### src/rtl/lut_access_pkg.sv
package lut_access_pkg;

  localparam int WORD_W = 32;
  localparam int HI_W   = 4;
  localparam int ENTRY_W = HI_W + 2 * WORD_W;

  localparam logic [7:0] OFS_ID   = 8'h00;
  localparam logic [7:0] OFS_CTRL = 8'h08;
  localparam logic [7:0] OFS_IDX  = 8'h20;
  localparam logic [7:0] OFS_WHI  = 8'h34;
  localparam logic [7:0] OFS_WMID = 8'h38;
  localparam logic [7:0] OFS_WLO  = 8'h3C;

  localparam int CTRL_EN_BIT    = 31;
  localparam int CTRL_SWEEP_BIT = 30;
  localparam int IDX_COMMIT_BIT = 31;

  typedef enum logic [1:0] {
    KIND_FREE      = 2'd0,
    KIND_ADDR      = 2'd1,
    KIND_VLAN      = 2'd2,
    KIND_VLAN_ADDR = 2'd3
  } entry_kind_e;

  typedef struct packed {
    logic [HI_W-1:0]   hi;
    logic [WORD_W-1:0] mid;
    logic [WORD_W-1:0] lo;
  } lut_entry_t;

endpackage

### src/rtl/lut_store.sv
module lut_store
  import lut_access_pkg::*;
#(
  parameter int DEPTH = 64,
  parameter int AW    = 6
) (
  input  logic            clk,
  input  logic            we,
  input  logic [AW-1:0]   wa,
  input  lut_entry_t      wd,
  input  logic [AW-1:0]   ra,
  output lut_entry_t      rd
);

  lut_entry_t mem [DEPTH];

  always_ff @(posedge clk) begin
    if (we) mem[wa] <= wd;
  end

  always_ff @(posedge clk) begin
    rd <= mem[ra];
  end

endmodule

### src/rtl/lut_sweep.sv
module lut_sweep #(
  parameter int DEPTH = 64,
  parameter int AW    = 6
) (
  input  logic          clk,
  input  logic          rst,
  input  logic          start,
  output logic          busy,
  output logic [AW-1:0] addr
);

  localparam logic [AW-1:0] LAST = AW'(DEPTH - 1);

  always_ff @(posedge clk) begin
    if (rst) begin
      busy <= 1'b1;
      addr <= '0;
    end else if (busy) begin
      if (addr == LAST) begin
        busy <= 1'b0;
        addr <= '0;
      end else begin
        addr <= addr + 1'b1;
      end
    end else if (start) begin
      busy <= 1'b1;
      addr <= '0;
    end
  end

endmodule

### src/rtl/lut_stage.sv
module lut_stage
  import lut_access_pkg::*;
(
  input  logic              clk,
  input  logic              rst,
  input  logic [2:0]        word_wr,
  input  logic [WORD_W-1:0] wdata,
  input  logic              land,
  input  logic              land_zero,
  input  lut_entry_t        land_entry,
  output lut_entry_t        staged
);

  lut_entry_t src;

  always_comb begin
    src = land_zero ? '0 : land_entry;
  end

  // Bus writes are placed after the load so they win in a shared cycle.
  always_ff @(posedge clk) begin
    if (rst) begin
      staged <= '0;
    end else begin
      if (land) staged <= src;
      if (word_wr[0]) staged.hi  <= wdata[HI_W-1:0];
      if (word_wr[1]) staged.mid <= wdata;
      if (word_wr[2]) staged.lo  <= wdata;
    end
  end

endmodule

### src/rtl/lut_access_port.sv
module lut_access_port
  import lut_access_pkg::*;
#(
  parameter int         DEPTH     = 64,
  parameter int         IDXF_W    = 16,
  parameter logic [7:0] REV_MAJOR = 8'h01,
  parameter logic [7:0] REV_MINOR = 8'h04
) (
  input  logic        clk,
  input  logic        rst,
  input  logic        bus_wr,
  input  logic        bus_rd,
  input  logic [7:0]  bus_addr,
  input  logic [31:0] bus_wdata,
  output logic [31:0] bus_rdata
);

  localparam int AW = (DEPTH > 1) ? $clog2(DEPTH) : 1;
  localparam logic [IDXF_W:0] DEPTH_X = (IDXF_W + 1)'(DEPTH);

  logic              en_q;
  logic [IDXF_W-1:0] idx_q;
  logic              clr_busy;
  logic [AW-1:0]     clr_addr;
  logic              clr_req;
  logic              idx_acc;
  logic [IDXF_W-1:0] idx_field;
  logic              in_rng;
  logic              commit;
  logic              load;
  logic              land_q;
  logic              land_zero_q;
  logic [2:0]        word_wr;
  logic              ram_we;
  logic [AW-1:0]     ram_wa;
  logic [AW-1:0]     ram_ra;
  lut_entry_t        ram_wd;
  lut_entry_t        ram_rd;
  lut_entry_t        staged;

  // Decode
  always_comb begin
    idx_field = bus_wdata[IDXF_W-1:0];
    in_rng    = {1'b0, idx_field} < DEPTH_X;
    idx_acc   = bus_wr && (bus_addr == OFS_IDX) && !clr_busy;
    commit    = idx_acc && bus_wdata[IDX_COMMIT_BIT] && in_rng;
    load      = idx_acc && !bus_wdata[IDX_COMMIT_BIT];
    clr_req   = bus_wr && (bus_addr == OFS_CTRL) && bus_wdata[CTRL_SWEEP_BIT];
    word_wr[0] = bus_wr && (bus_addr == OFS_WHI);
    word_wr[1] = bus_wr && (bus_addr == OFS_WMID);
    word_wr[2] = bus_wr && (bus_addr == OFS_WLO);
  end

  // Storage port mux: the sweep owns the write port while it runs
  always_comb begin
    ram_we = clr_busy || commit;
    ram_wa = clr_busy ? clr_addr : idx_field[AW-1:0];
    ram_wd = clr_busy ? '0 : staged;
    ram_ra = idx_field[AW-1:0];
  end

  lut_store #(.DEPTH(DEPTH), .AW(AW)) u_store (
    .clk (clk),
    .we  (ram_we),
    .wa  (ram_wa),
    .wd  (ram_wd),
    .ra  (ram_ra),
    .rd  (ram_rd)
  );

  lut_sweep #(.DEPTH(DEPTH), .AW(AW)) u_sweep (
    .clk   (clk),
    .rst   (rst),
    .start (clr_req),
    .busy  (clr_busy),
    .addr  (clr_addr)
  );

  lut_stage u_stage (
    .clk        (clk),
    .rst        (rst),
    .word_wr    (word_wr),
    .wdata      (bus_wdata),
    .land       (land_q),
    .land_zero  (land_zero_q),
    .land_entry (ram_rd),
    .staged     (staged)
  );

  // Control state
  always_ff @(posedge clk) begin
    if (rst) begin
      en_q        <= 1'b0;
      idx_q       <= '0;
      land_q      <= 1'b0;
      land_zero_q <= 1'b0;
    end else begin
      if (bus_wr && (bus_addr == OFS_CTRL)) en_q <= bus_wdata[CTRL_EN_BIT];
      if (idx_acc) idx_q <= idx_field;
      land_q      <= load;
      land_zero_q <= !in_rng;
    end
  end

  // Registered read path
  always_ff @(posedge clk) begin
    if (rst) begin
      bus_rdata <= '0;
    end else if (bus_rd) begin
      case (bus_addr)
        OFS_ID:   bus_rdata <= {16'h0000, REV_MAJOR, REV_MINOR};
        OFS_CTRL: bus_rdata <= {en_q, clr_busy, 30'h0};
        OFS_IDX:  bus_rdata <= 32'(idx_q);
        OFS_WHI:  bus_rdata <= 32'(staged.hi);
        OFS_WMID: bus_rdata <= staged.mid;
        OFS_WLO:  bus_rdata <= staged.lo;
        default:  bus_rdata <= '0;
      endcase
    end
  end

endmodule

### config.mk
export PLATFORM = sky130hd
export DESIGN_NAME = lut_access_port
export DESIGN_NICKNAME = d
export VERILOG_FILES = /design/src/rtl/lut_access_pkg.sv /design/src/rtl/lut_store.sv /design/src/rtl/lut_sweep.sv /design/src/rtl/lut_stage.sv /design/src/rtl/lut_access_port.sv
export SDC_FILE = /design/constraint.sdc
export NUM_CORES = 2
export LEC_CHECK = 0
export BUFFER_PORTS_ARGS = -buffer_cell sky130_fd_sc_hd__buf_4
export CAP_MARGIN = 20
export CORE_AREA = 2 2 574 576
export CTS_CLUSTER_DIAMETER = 60
export CTS_CLUSTER_SIZE = 20
export DETAILED_ROUTE_END_ITERATION = 10
export DIE_AREA = 0 0 576 578
export PLACE_DENSITY_LB_ADDON = 0.12
export SYNTH_ARGS = -nofsm -noshare
export SYNTH_HDL_FRONTEND = slang
export SYNTH_HIERARCHICAL = 1
export SYNTH_MEMORY_MAX_BITS = 65536
export SYNTH_SLANG_ARGS = --single-unit
### constraint.sdc
create_clock -name clk -period 8.7 [get_ports clk]
set_input_delay 1.74 -clock clk [delete_from_list [all_inputs] [get_ports clk]]
set_output_delay 1.74 -clock clk [all_outputs]
set_load 0.01 [all_outputs]
==> run summary <==
Register area share after synthesis - 77.97%
Register share of total power - 58.5%
Drt first pass iters - 6
Share of cells above drive strength 1 - 25.93%
Final min period - 5606 ps
Post-CTS Setup Inserts - 0
Wire length per cell - 39.60 µm
Pin count of the biggest net entering global routing - 120
CP startpoint - bus_wdata[9]
Synth Flop Type - edfxtp_1
Switching share of total power - 22.06%
H-tree Lvls - 5
Iteration-0 DRC Markers - 12150
CTS tree - yes
Worst-path fanout max - 20
First-pass GRT wire length - 689800 µm
Pwr dens - 214.0 nW/µm²
Nets@finish - 8122
Vias post-DR - 85780
Critical Path Stages - 9
DP HPWL - 298800 µm
Peak VDD IR - 0.0001835 V
Mapped Cells - 7839
Logic pwr share - 4.4%
Antenna violation net count after detailed routing - 0
Post-cts resize count - 0
Least-Margin Pin Slew - 1270 ps
RSZ-0062 raised after global routing - false
Final Wtd Congestion - 0.8590
Vias/cell - 6.778
FF-to-FF path depth - 5
P_leak - 0.06346 µW
Netlist cell types - 62
Cells along the critical path - buf_4 -> or4_1 -> nor4_1 -> buf_4 -> a41o_1 -> nor2b_1 -> nand2_1 -> nor2_4 -> buf_4
Result of the run - complete, no violations
Synth Register Bits - 4546
Final hold vios - 0
CP Data Arrival Time - 6210 ps
Die width - 576 µm
WL final - 501200 µm
Slew Limit Headroom - 14.67%
Crit Reg-Reg Startpoint - u_sweep/busy
Clock Power Share - 37.1%
Cell mode on critical path - buf_4
Synthesized Nets - 7884
Max-cap viol count - 0
Critical Path Max Stage Delay - 1060 ps
Buffers & Inverters on Critical Path - 3
Skew-Pair Late Insertion Delay - 970 ps
Clock buffer depth - 4
Total CTS buffers - 312
Clock edge transition at the registers on the reported setup and hold paths - 70 ps
Mean area per synthesized cell - 22.02 µm²
YS warnings - 6
PortBufs - 75
Pint - 31800 µW
Count of pins over their slew limit - 0
Vias in the first global route - 83910
Post-layout util - 58.42%
Post-Syn Area - 172600 µm²
Residual DRC - 0
Hold Path Origin - bus_rdata[25]
Hold path depth - 2
Crit Path Category - in -> reg
Antenna violations before repair - 22
Die area - 332900 µm²
Fin area - 190600 µm²
CTS Root Cell - clkbuf_16
Worst endpoint required time - 9300 ps
P_sw - 9000 µW
Area Overhead vs Synth - 10.45%
GRT Overall Usage - 30.12%
Final setup viols - 0
# IOs - 76
Synth async-reset ratio - 0%
CTS sink cnt - 4546
Die Y-Extent - 578 µm
Startpoint types - input port
Fmax - 178.4 MHz
Skew final - 53.32 ps
Fillers - 23470
Min-Delay Path Class - reg -> reg
Placed instance area - 180500 µm²
Starting Density - 52.89%
Post-CTS Hold Buffers - 0
Final setup TNS - 0 ps
Total gr overflow - 0
Row cnt - 210
Crit share post-route - 64.43%
Core area - 326300 µm²
Post-synth EDFFs - 4352
Crit-path leading delay family - simple AND/OR/NAND/NOR gates
CP max-delay cell - nor2_4
Critical path endpoint category - flop
==> cell families (layout without fill, tap and decap cells) <==
| logic type | Yosys count | after routing | share of synthesized area [%] |
|---|---|---|---|
| buffers and inverters | 490 | 950 | 1.496 |
| multiplexers | 1199 | 1199 | 14.43 |
| AO/OA/AOI/OAI | 827 | 827 | 3.534 |
| flip-flops | 4546 | 4546 | 77.97 |
| other | 0 | 12 | 0 |
| AND/OR/NAND/NOR | 776 | 776 | 2.563 |
| adder cells (fa/ha/maj) | 1 | 1 | 0.007248 |
==> final cells by class <==
type,instances,area (µm²),area share (%)
well taps,4346,5438,2.852
clock inverters,158,1760,0.9234
diodes,12,30.03,0.01575
repair buffers,408,3806,1.997
inverters,6,23.77,0.01247
flip-flops and latches,4546,134600,70.59
multi-input cells,2803,36710,19.25
clock buffers,378,8295,4.351
==> power by group through the flow <==
stage / logic, µW / clock network, µW / registers (µW)
global route: 1840 / 16100 / 23900
finish: 1790 / 15100 / 23900
floorplan: 1080 / 0 / 24300
CTS: 1790 / 15300 / 23900
detailed placement: 1790 / 0 / 24400
global placement: 1780 / 0 / 24400
==> flip-flops by register name, indices dropped and copies added, names as in the netlist <==
name and cells:
u_store/rd 68, en_q 1, idx_q 16, u_sweep/busy 1, land_zero_q 1, u_stage/staged 68
u_store/mem 4352, u_sweep/addr 6, bus_rdata 32, land_q 1
==> worst paths after layout <==
| check | end | slack, ps |
|---|---|---|
| min reg2reg | bus_rdata[25] | 450 |
| max reg2reg | u_store/mem[40][60] | 4050 |
| min | bus_rdata[25] | 450 |
| max | u_store/mem[44][60] | 3090 |
==> tightest hold or removal path, stage by stage, from the launching register on <==
cell and delay, ps:
dfxtp_1 310, nand2_1 50, o21ai_1 50
==> synth_stat cells, drive strengths merged, types with 6 or more instances <==
| cell | instances | area (µm²) |
|---|---|---|
| a211oi | 108 | 810.8 |
| a21oi | 37 | 185.2 |
| a22o | 18 | 157.7 |
| a22oi | 64 | 480.5 |
| a311oi | 68 | 845.8 |
| a31oi | 13 | 81.33 |
| buf | 265 | 1737 |
| clkbuf | 219 | 823.3 |
| dfxtp | 194 | 3884 |
| edfxtp | 4352 | 130700 |
| inv | 6 | 22.52 |
| mux2 | 10 | 112.6 |
| mux2i | 158 | 1582 |
| mux4 | 1031 | 23220 |
| nand2 | 80 | 300.3 |
| nand2b | 77 | 481.7 |
| nand3 | 34 | 170.2 |
| nand3b | 73 | 548.0 |
| nor2 | 91 | 341.6 |
| nor2b | 225 | 1408 |
| nor3 | 105 | 525.5 |
| nor4 | 59 | 390.4 |
| o211a | 12 | 120.1 |
| o21ai | 30 | 150.1 |
| o221ai | 23 | 201.4 |
| o22a | 56 | 490.5 |
| o22ai | 372 | 2327 |
| o2bb2ai | 16 | 140.1 |
| or2 | 6 | 37.54 |
==> metrics by stage <==
step	worst slack (ps)	cells	hold slack, ps	total power, µW
detailed placement	2208	12110	444.7	26160
floorplan	168.3	7839	432.1	25360
finish	3094	12660	450.5	40800
CTS	3201	12640	455.3	40990
global route	3059	12650	466.7	41780
global placement	2089	12100	438.4	26150
==> layout by cell type, fill, tap and decap left out, types with 102 or more instances in the layout <==
| master | Yosys | final |
|---|---|---|
| nor2b_1 | 225 | 155 |
| o22ai_1 | 372 | 372 |
| mux2i_1 | 158 | 158 |
| buf_4 | 69 | 347 |
| dfxtp_1 | 194 | 191 |
| a211oi_1 | 108 | 108 |
| edfxtp_1 | 4352 | 4352 |
| mux4_2 | 1031 | 1031 |
| nor3_1 | 105 | 102 |
| clkbuf_16 | 0 | 320 |
==> per-layer routing <==
metal	global-route usage (%)	part of all wire, %	vias up
li1	-	-	33700
met1	41.97	38	46750
met2	47.96	48	4569
met3	4.582	8.8	744
met4	13.16	5.0	16
met5	0	0.020	-
No activity file was read; power rests on OpenSTA's default activity.
